## src/rtl/pkt_wr_pkg.sv

```systemverilog
package pkt_wr_pkg;

    typedef enum logic [2:0] {
        PH_IDLE,
        PH_HDR,
        PH_DATA,
        PH_CRC_HI,
        PH_CRC_LO,
        PH_RESP,
        PH_FIN
    } phase_e;

    typedef enum logic [1:0] {
        XS_OK     = 2'd0,
        XS_SHORT  = 2'd1,
        XS_NOTAG  = 2'd2,
        XS_BADRSP = 2'd3
    } xfer_status_e;

    localparam logic [3:0]  HDR_NIBBLE   = 4'hF;
    localparam logic [3:0]  RSP_TAG      = 4'hC;
    localparam logic [3:0]  RSP_LAST     = 4'h3;
    localparam logic [1:0]  ORD_FIRST    = 2'd1;
    localparam logic [1:0]  ORD_INNER    = 2'd2;
    localparam logic [1:0]  ORD_LAST     = 2'd3;
    localparam logic [15:0] CRC_SEED     = 16'hFFFF;
    localparam logic [15:0] CRC_POLY     = 16'h1021;
    localparam int          MIN_LEN      = 4;
    localparam int          WIN_BYTES    = 4;

endpackage

```

## src/rtl/pkt_wr_crc16.sv

```systemverilog
module pkt_wr_crc16 (
    input  logic [15:0] crc_in,
    input  logic [7:0]  din,
    output logic [15:0] crc_out
);
    import pkt_wr_pkg::*;

    always_comb begin
        logic [15:0] c;
        c = crc_in;
        for (int b = 7; b >= 0; b--) begin
            if (c[15] ^ din[b]) c = {c[14:0], 1'b0} ^ CRC_POLY;
            else                c = {c[14:0], 1'b0};
        end
        crc_out = c;
    end

endmodule

```

## src/rtl/pkt_wr_plan.sv

```systemverilog
module pkt_wr_plan #(
    parameter int LEN_W    = 16,
    parameter int LOG_BASE = 8,
    parameter int CODE_MAX = 5
) (
    input  logic [LEN_W-1:0] remain,
    input  logic [2:0]       size_code,
    input  logic             first,
    output logic [LEN_W-1:0] pkt_bytes,
    output logic [1:0]       order
);
    import pkt_wr_pkg::*;

    localparam logic [2:0] CODE_CAP = 3'(CODE_MAX);

    logic [2:0]     eff_code;
    logic [LEN_W:0] pkt_size;

    always_comb begin
        eff_code = (size_code > CODE_CAP) ? CODE_CAP : size_code;
        pkt_size = (LEN_W+1)'(1) << (LOG_BASE + 32'(eff_code));
        if ({1'b0, remain} <= pkt_size) begin
            pkt_bytes = remain;
            order     = ORD_LAST;
        end else begin
            pkt_bytes = pkt_size[LEN_W-1:0];
            order     = first ? ORD_FIRST : ORD_INNER;
        end
    end

endmodule

```

## src/rtl/pkt_wr_scan.sv

```systemverilog
module pkt_wr_scan (
    input  logic [3:0][7:0] win,
    output logic            found,
    output logic            ok
);
    import pkt_wr_pkg::*;

    always_comb begin
        found = 1'b0;
        ok    = 1'b0;
        for (int i = WIN_BYTES - 2; i >= 0; i--) begin
            if (!found && win[i][7:4] == RSP_TAG) begin
                found = 1'b1;
                ok    = (win[i][3:0] == RSP_LAST) && (win[i+1] == 8'h00);
            end
        end
    end

endmodule

```

## src/rtl/pkt_wr_sender.sv

```systemverilog
module pkt_wr_sender #(
    parameter int LEN_W = 16
) (
    input  logic             clk,
    input  logic             rst_n,
    input  logic             start,
    input  logic [LEN_W-1:0] xfer_len,
    input  logic [2:0]       pkt_size_code,
    input  logic             crc_en,
    input  logic             pl_valid,
    input  logic [7:0]       pl_data,
    output logic             pl_ready,
    output logic             sh_req,
    output logic [7:0]       sh_out,
    input  logic             sh_ack,
    input  logic [7:0]       sh_in,
    output logic             busy,
    output logic             done,
    output logic [1:0]       status
);
    import pkt_wr_pkg::*;

    localparam logic [LEN_W-1:0] LEN_ONE = LEN_W'(1);
    localparam logic [LEN_W-1:0] LEN_MIN = LEN_W'(MIN_LEN);

    typedef struct packed {
        phase_e          ph;
        logic            req;
        logic [7:0]      obyte;
        logic [LEN_W-1:0] remain;
        logic [LEN_W-1:0] pkt_left;
        logic [2:0]      code;
        logic            crc_on;
        logic [15:0]     crc;
        logic [3:0][7:0] win;
        logic [1:0]      widx;
        logic            done;
        xfer_status_e    status;
    } state_t;

    state_t q, d;

    // Packet planner: at start it sees the requested length, later the bytes still owed.
    logic [LEN_W-1:0] plan_remain;
    logic [2:0]       plan_code;
    logic             plan_first;
    logic [LEN_W-1:0] plan_bytes;
    logic [1:0]       plan_order;

    always_comb begin
        plan_first = (q.ph == PH_IDLE);
        plan_code  = plan_first ? pkt_size_code : q.code;
        if (plan_first)             plan_remain = xfer_len;
        else if (q.ph == PH_DATA)   plan_remain = q.remain - LEN_ONE;
        else                        plan_remain = q.remain;
    end

    pkt_wr_plan #(.LEN_W(LEN_W)) u_plan (
        .remain    (plan_remain),
        .size_code (plan_code),
        .first     (plan_first),
        .pkt_bytes (plan_bytes),
        .order     (plan_order)
    );

    logic [15:0] crc_upd;

    pkt_wr_crc16 u_crc (
        .crc_in  (q.crc),
        .din     (q.obyte),
        .crc_out (crc_upd)
    );

    logic scan_found, scan_ok;

    pkt_wr_scan u_scan (
        .win   (q.win),
        .found (scan_found),
        .ok    (scan_ok)
    );

    always_comb begin
        d        = q;
        d.done   = 1'b0;
        pl_ready = 1'b0;

        unique case (q.ph)
            PH_IDLE: begin
                if (start) begin
                    if (xfer_len <= LEN_MIN) begin
                        d.done   = 1'b1;
                        d.status = XS_SHORT;
                    end else begin
                        d.remain   = xfer_len;
                        d.code     = pkt_size_code;
                        d.crc_on   = crc_en;
                        d.ph       = PH_HDR;
                        d.obyte    = {HDR_NIBBLE, 2'b00, plan_order};
                        d.req      = 1'b1;
                        d.pkt_left = plan_bytes;
                        d.crc      = CRC_SEED;
                    end
                end
            end

            PH_HDR: begin
                if (sh_ack) begin
                    d.req = 1'b0;
                    d.ph  = PH_DATA;
                end
            end

            PH_DATA: begin
                if (!q.req) begin
                    pl_ready = 1'b1;
                    if (pl_valid) begin
                        d.obyte = pl_data;
                        d.req   = 1'b1;
                    end
                end else if (sh_ack) begin
                    d.req      = 1'b0;
                    d.crc      = crc_upd;
                    d.remain   = q.remain - LEN_ONE;
                    d.pkt_left = q.pkt_left - LEN_ONE;
                    if (q.pkt_left == LEN_ONE) begin
                        if (q.crc_on) begin
                            d.ph    = PH_CRC_HI;
                            d.obyte = crc_upd[15:8];
                            d.req   = 1'b1;
                        end else if (q.remain == LEN_ONE) begin
                            d.ph    = PH_RESP;
                            d.obyte = 8'h00;
                            d.req   = 1'b1;
                            d.widx  = 2'd0;
                        end else begin
                            d.ph       = PH_HDR;
                            d.obyte    = {HDR_NIBBLE, 2'b00, plan_order};
                            d.req      = 1'b1;
                            d.pkt_left = plan_bytes;
                            d.crc      = CRC_SEED;
                        end
                    end
                end
            end

            PH_CRC_HI: begin
                if (sh_ack) begin
                    d.obyte = q.crc[7:0];
                    d.ph    = PH_CRC_LO;
                end
            end

            PH_CRC_LO: begin
                if (sh_ack) begin
                    if (q.remain == '0) begin
                        d.ph    = PH_RESP;
                        d.obyte = 8'h00;
                        d.req   = 1'b1;
                        d.widx  = 2'd0;
                    end else begin
                        d.ph       = PH_HDR;
                        d.obyte    = {HDR_NIBBLE, 2'b00, plan_order};
                        d.req      = 1'b1;
                        d.pkt_left = plan_bytes;
                        d.crc      = CRC_SEED;
                    end
                end
            end

            PH_RESP: begin
                if (sh_ack) begin
                    d.win[q.widx] = sh_in;
                    if (q.widx == 2'd3) begin
                        d.req = 1'b0;
                        d.ph  = PH_FIN;
                    end else begin
                        d.widx = q.widx + 2'd1;
                    end
                end
            end

            PH_FIN: begin
                d.done = 1'b1;
                d.ph   = PH_IDLE;
                if (!scan_found)   d.status = XS_NOTAG;
                else if (scan_ok)  d.status = XS_OK;
                else               d.status = XS_BADRSP;
            end

            default: d.ph = PH_IDLE;
        endcase
    end

    always_ff @(posedge clk) begin
        if (!rst_n) begin
            q.ph       <= PH_IDLE;
            q.req      <= 1'b0;
            q.obyte    <= 8'h00;
            q.remain   <= '0;
            q.pkt_left <= '0;
            q.code     <= 3'd0;
            q.crc_on   <= 1'b0;
            q.crc      <= CRC_SEED;
            q.win      <= '0;
            q.widx     <= 2'd0;
            q.done     <= 1'b0;
            q.status   <= XS_OK;
        end else begin
            q <= d;
        end
    end

    assign sh_req = q.req;
    assign sh_out = q.obyte;
    assign busy   = (q.ph != PH_IDLE);
    assign done   = q.done;
    assign status = q.status;

endmodule

```

## config.mk

```make
export PLATFORM = sky130hd
export DESIGN_NAME = pkt_wr_sender
export DESIGN_NICKNAME = d
export VERILOG_FILES = /design/src/rtl/pkt_wr_pkg.sv /design/src/rtl/pkt_wr_crc16.sv /design/src/rtl/pkt_wr_plan.sv /design/src/rtl/pkt_wr_scan.sv /design/src/rtl/pkt_wr_sender.sv
export SDC_FILE = /design/constraint.sdc
export NUM_CORES = 1
export LEC_CHECK = 0
export BUFFER_PORTS_ARGS = -buffer_cell sky130_fd_sc_hd__buf_2
export CAP_MARGIN = 20
export CORE_UTILIZATION = 45
export CTS_CLUSTER_DIAMETER = 40
export CTS_CLUSTER_SIZE = 8
export DETAILED_ROUTE_END_ITERATION = 10
export GPL_TIMING_DRIVEN = 0
export SLEW_MARGIN = 20
export SYNTH_ARGS = -nofsm -noshare
export SYNTH_HDL_FRONTEND = slang
export SYNTH_SLANG_ARGS = --single-unit
```

## constraint.sdc

```tcl
create_clock -name clk -period 8.9 [get_ports clk]
set_clock_uncertainty 0.15 [all_clocks]
set_input_delay 0.445 -clock clk [delete_from_list [all_inputs] [get_ports clk]]
set_output_delay 0.445 -clock clk [all_outputs]
set_load 0.02 [all_outputs]
```

# [Word level (Yosys, flattened, before mapping)]
# Cells that the tools add are included.
# W data, S select, Z words.
[totals] ff_bits=101 latch_bits=0 ramBits=0 romBits=0 wordCells=181 mem_count=0
[classes] add_sub_neg=4 multipliers=0 n_div=0 magnitude_cmp=5 n_eq_ne=34 shift=1 n_mux=76 bitwise_logic=17 n_reduce_logical=29
[op_table] op="$mux W16" n=15
[op_table] op="$mux W64" n=2
[op_table] op="$mux W13" n=8
[op_table] op="$pmux W16 S3" n=2
[op_table] op="$mux W12" n=5
[op_table] op="$mux W44" n=1
[op_table] op="$bwmux W32" n=1
[op_table] op="$eq A16 B1 Y1 const B" n=2
[op_table] op="$mux W32" n=1
[op_table] op="$pmux W16 S2" n=1
[op_table] op="$pmux W8 S4" n=1
[op_table] op="$shl A1 B32 Y17 const A" n=1
[op_table] op="$sub A16 B1 Y16 const B" n=2
[op_table] op="$ne A2 B2 Y1 const B" n=14
[op_table] op="$mux W2" n=13
[op_table] op="$logic_not A8 Y1" n=3
[op_table] op="$not A3 Y3" n=8
[op_table] op="$reduce_and A10 Y1" n=2
[op_table] op="$mux W3" n=6
[op_table] op="$mux W9" n=2
[op_table] op="$pmux W3 S6" n=1
[op_table] op="$le A16 B17 Y1" n=1
[op_table] op="$demux W8 S2" n=1
[op_table] op="$le A16 B3 Y1 const B" n=1
[op_table] op="35 further kinds" n=72

# [Logic depth before layout (Yosys ltp)]
[logic_depth] depth_word=22 ltp_mapped=18 ltp_nobuf=15

# [Cells and area by module]
# Synthesis repeated with hierarchy kept, for this count alone.
[hier_totals] cells_unflattened=894 area_unflattened_um2=6930.4
[by_module_without_submodules] module="pkt_wr_sender" n_inst=1 cells_per_inst=788 area_per_inst_um2=5944.5 seq_area_each_um2=2021.9
[by_module_without_submodules] module="pkt_wr_plan" n_inst=1 cells_per_inst=59 area_per_inst_um2=446.7 seq_area_each_um2=0.0
[by_module_without_submodules] module="pkt_wr_crc16" n_inst=1 cells_per_inst=25 area_per_inst_um2=387.9 seq_area_each_um2=0.0
[by_module_without_submodules] module="pkt_wr_scan" n_inst=1 cells_per_inst=22 area_per_inst_um2=151.4 seq_area_each_um2=0.0

# [Least setup slack after synthesis]
# OpenSTA, ideal clock, no wires.
[synth_timing] path_kind="register to register" start="reg q[76] (netlist bit)" end="reg q[68] (netlist bit)" arrival_ps=3752 required_time_ps=8674 slack_ps=4922 path_stages_with_launch=16 path_buffers=2 period_less_slack_ps=3978 path_cell_list="dfxtp_1 clkbuf_1 nor4_1 buf_2 nand4_1 or3_1 a21o_1 a221o_1 ha_1 nand3_1 nor3_1 nand4_1 nor4_1 a21oi_2 mux2_1 o22ai_1"
[synth_via] elab_chain_cells=11
[synth_rtl] item="from (decl)" line_no="pkt_wr_sender.sv:41" text="state_t q, d;"
[synth_rtl] item="$sub A16 B1 Y16" line_no="pkt_wr_sender.sv:54" text="else if (q.ph == PH_DATA) plan_remain = q.remain - LEN_ONE;"
[synth_rtl] item="$mux W16" line_no="pkt_wr_sender.sv:54"
[synth_rtl] item="$mux W16" line_no="pkt_wr_sender.sv:53" text="if (plan_first) plan_remain = xfer_len;"
[synth_rtl] item="$le A16 B17 Y1" line_no="pkt_wr_plan.sv:22" text="if ({1'b0, remain} <= pkt_size) begin"
[synth_rtl] item="$mux W16" line_no="pkt_wr_plan.sv:22"
[synth_rtl] item="$mux W16" line_no="pkt_wr_sender.sv:130" text="end else if (q.remain == LEN_ONE) begin"
[synth_rtl] item="$mux W16" line_no="pkt_wr_sender.sv:126" text="if (q.crc_on) begin"
[synth_rtl] item="$mux W16" line_no="pkt_wr_sender.sv:125" text="if (q.pkt_left == LEN_ONE) begin"
[synth_rtl] item="$mux W44" line_no="pkt_wr_sender.sv:120" text="end else if (sh_ack) begin"
[synth_rtl] item="$mux W32" line_no="pkt_wr_sender.sv:114" text="if (!q.req) begin"
[synth_rtl] item="$pmux W16 S3" line_no="pkt_wr_sender.sv:87" text="unique case (q.ph)"
# Several ways; a longest one is shown, not always the timed one. The select of a mux whose other input is x is not followed.
# A chain may end at the register's enable or synchronous reset.

# [Worst setup path after layout]
# Ends and elaborated chain as after synthesis.

==> flow_summary.yaml <==
power:
  p_leak_nw: 2.775
  ir_drop_mv: 0.1791
  finalPower_mw: 2.722
  powerDensity_nw_per_um2: 356.2
grt:
  grt_overflow: 0
  grt_usage: 0.2974
  grt_max_degree: 20
  grt_pass1_vias: 6605
  grt_first_pass_wirelength_mm: 36.63
  antenna_found_initial: 0
outcome:
  status: "finished, violations left"
  violations: "design-rule violations"
worst_setup_path:
  crit_slowest_cell: "nor4_1"
  path_cells: "clkbuf_1, nor4_1, buf_2, nand4_1, or3_1, a21o_1, a221o_1, ha_1, nand3_1, nor3_1, nand4_1, nor4_1, a21oi_2, mux2_1, o22ai_1"
  end_kind: "flip-flop"
  critPathMaxStageDelay_ns: 0.48
  rrSetupSlack_ns: 4.05
  crit_buf_inv: 2
  worstPathArrival_ns: 4.98
  start_kind: "flip-flop"
  cp_max_fo: 10
  critical_path_required_ns: 9.04
  criticalPathCategory: "reg2reg"
  critical-path-top-delay-family: "simple AND/OR/NAND/NOR gates"
sta:
  setup_tns_ns: 0
  slew_viol_final: 0
  fin_crit_sh: 0.5445
  fmax_ghz: 0.2063
  final_hold_viol_count: 0
  tightest_slew_ns: 0.9174
  setup_viol: 0
  period_needed_ns: 4.846
  maxSlewHeadroom: 0.3843
  rsz0062_at_grt: "no"
final_layout:
  syn_to_final_growth_pct: 11.38
  nets: 1056
  drive_above_1_share: 0.1026
  multiInputGateArea_um2: 4405
  seqCellArea_um2: 2022
  num_antenna_cells: 0
  fill_cells: 1505
yosys:
  postSynthAreaPerCell_um2: 7.337
  ys.flop_type: "dfxtp_1"
  yosys-top-cells-count: "nand2_1, dfxtp_1, a21oi_1"
  seq_area_frac_synth: 0.2947
  yosysMostFrequentCell: "nand2_1"
  netlist.top_cell.by_area: "dfxtp_1"
  ys_seq_elements: 101
  synth_edf_count: 0
  postSynthCellCount: 935
  async_reset_ff_frac: 0
  synth_top_area_frac: 0.2947
  ys_top_cells_by_area: "dfxtp_1, a21oi_1, nand2_1"
  ys_types: 75
  yosys_warnings: 0
  syn_area_um2: 6860
clock_network:
  clock_tree.root_cell: "clkbuf_16"
  cts_max_level: 3
  post-cts-setup-buffers: 0
  clk_latency_ns: 0.37
  clk_path_buf_depth: 2
  cts_sinks: 101
  cts_hold_buf: 0
  cts_resized: 0
  cts_tree: "built"
  cts_made_buffers: 9
  clkTransAtPathRegs_ns: 0.08
routing:
  num_vias: 7363
  ant_nets: 0
  wl_per_cell_um: 19.44
  drtPass1Iterations: 8
  viasPerCell: 6.198
  drcViolationCount: 2
  wl_mm: 23.10
  drt_iter0_markers: 717
die:
  coreArea_um2: 14700
  die_h_um: 125.5
  start_util: 0.4667
  dieWidth_um: 125.5
  die_area_um2: 15740
  io-pin-count: 55
  rows: 44
min_path:
  min_path_type: "in2reg"
placed_design:
  detailed_place_hpwl_mm: 17.14
  place_congestion: 0.9184
  portBuffers: 52
job:
  maxCapViolCount: 0
[metal layers]
layer / GRT usage / up-vias / part of all wire
met5: 0 / - / 0
met4: 0.1220 / 0 / 0.028
met3: 0.03979 / 38 / 0.061
met2: 0.4572 / 264 / 0.45
met1: 0.4176 / 3521 / 0.46
li1: - / 3540 / -
[registers in the layout, summed over array words and instances (netlist names)]
register and cells:
q 89, sh_out 8, status 2, done 1, sh_req 1
[cells by family after synthesis]
group / synth area share
AO/OA/AOI/OAI: 0.2743
XOR/XNOR: 0.04341
adder cells (fa/ha/maj): 0.02918
buffers and inverters: 0.06365
flip-flops: 0.2947
multiplexers: 0.02079
other: 0.0005466
AND/OR/NAND/NOR: 0.2734
[worst register-to-register path, cell delays in order (launching register included)]
cell and delay (ns):
dfxtp_1 0.30, clkbuf_1 0.21, nor4_1 0.46, buf_2 0.28
nand4_1 0.22, or3_1 0.43, a21o_1 0.19, a221o_1 0.38
ha_1 0.33, nand3_1 0.11, nor3_1 0.28, nand4_1 0.13
nor4_1 0.48, a21oi_2 0.29, mux2_1 0.38, o22ai_1 0.14
[path summary, 6_finish.rpt]
| path | start | end | cells after the start |
|---|---|---|---|
| worst max-delay path | q[76] | q[68] | 15 |
| worst min-delay path | crc_en | q[53] | 3 |
| worst max register to register | q[76] | q[68] | 15 |
| worst min register to register | q[29] | q[29] | 2 |
[metrics by stage]
step | area, um2 | setup WS (ns) | utilization | hold WS [ns] | cells
2_1_floorplan | 6864 | 4.922 | - | 0.2812 | 936
3_3_place_gp | 7355 | 4.095 | 0.5003 | 0.2930 | 1172
3_5_place_dp | 7355 | 4.150 | 0.5003 | 0.2990 | 1172
4_1_cts | 7641 | 4.111 | 0.5198 | 0.1838 | 1188
5_1_grt | 7641 | 3.750 | 0.5198 | 0.1881 | 1188
6_report | 7641 | 4.054 | 0.5198 | 0.1897 | 1188
[cell type report]
cell class	count	area share
Clock inverter	6	0.007532
Sequential cell	101	0.2646
Inverter	28	0.01375
Tap cell	184	0.03013
Clock buffer	10	0.02997
Buffer	75	0.04339
Timing Repair Buffer	52	0.03406
Multi-Input combinational cell	732	0.5766
[layout by cell type (no fill, tap or decap), types with 10 or more instances in the layout]
master,n
a31oi_1,15
mux2i_1,12
buf_2,62
xnor2_1,22
o21a_1,10
nor2_1,76
a211oi_1,13
o21ai_0,46
xor2_1,12
ha_1,16
nor3_1,24
nand3_1,50
nor4_1,14
buf_4,10
dfxtp_1,101
a21oi_1,99
a22oi_1,15
inv_1,27
or3_1,10
nand2_1,110
nand4_1,13
clkbuf_1,55
o22ai_1,30
[report_power, final]
group | internal [mW] | switching (mW) | total [mW] | leakage, nW
combinational | 0.611 | 1.05 | 1.66 | 1.81
sequential | 0.549 | 0.108 | 0.657 | 0.824
clock | 0.198 | 0.203 | 0.401 | 0.142
total | 1.36 | 1.36 | 2.72 | 2.78
No activity file was read; power rests on OpenSTA's default activity.
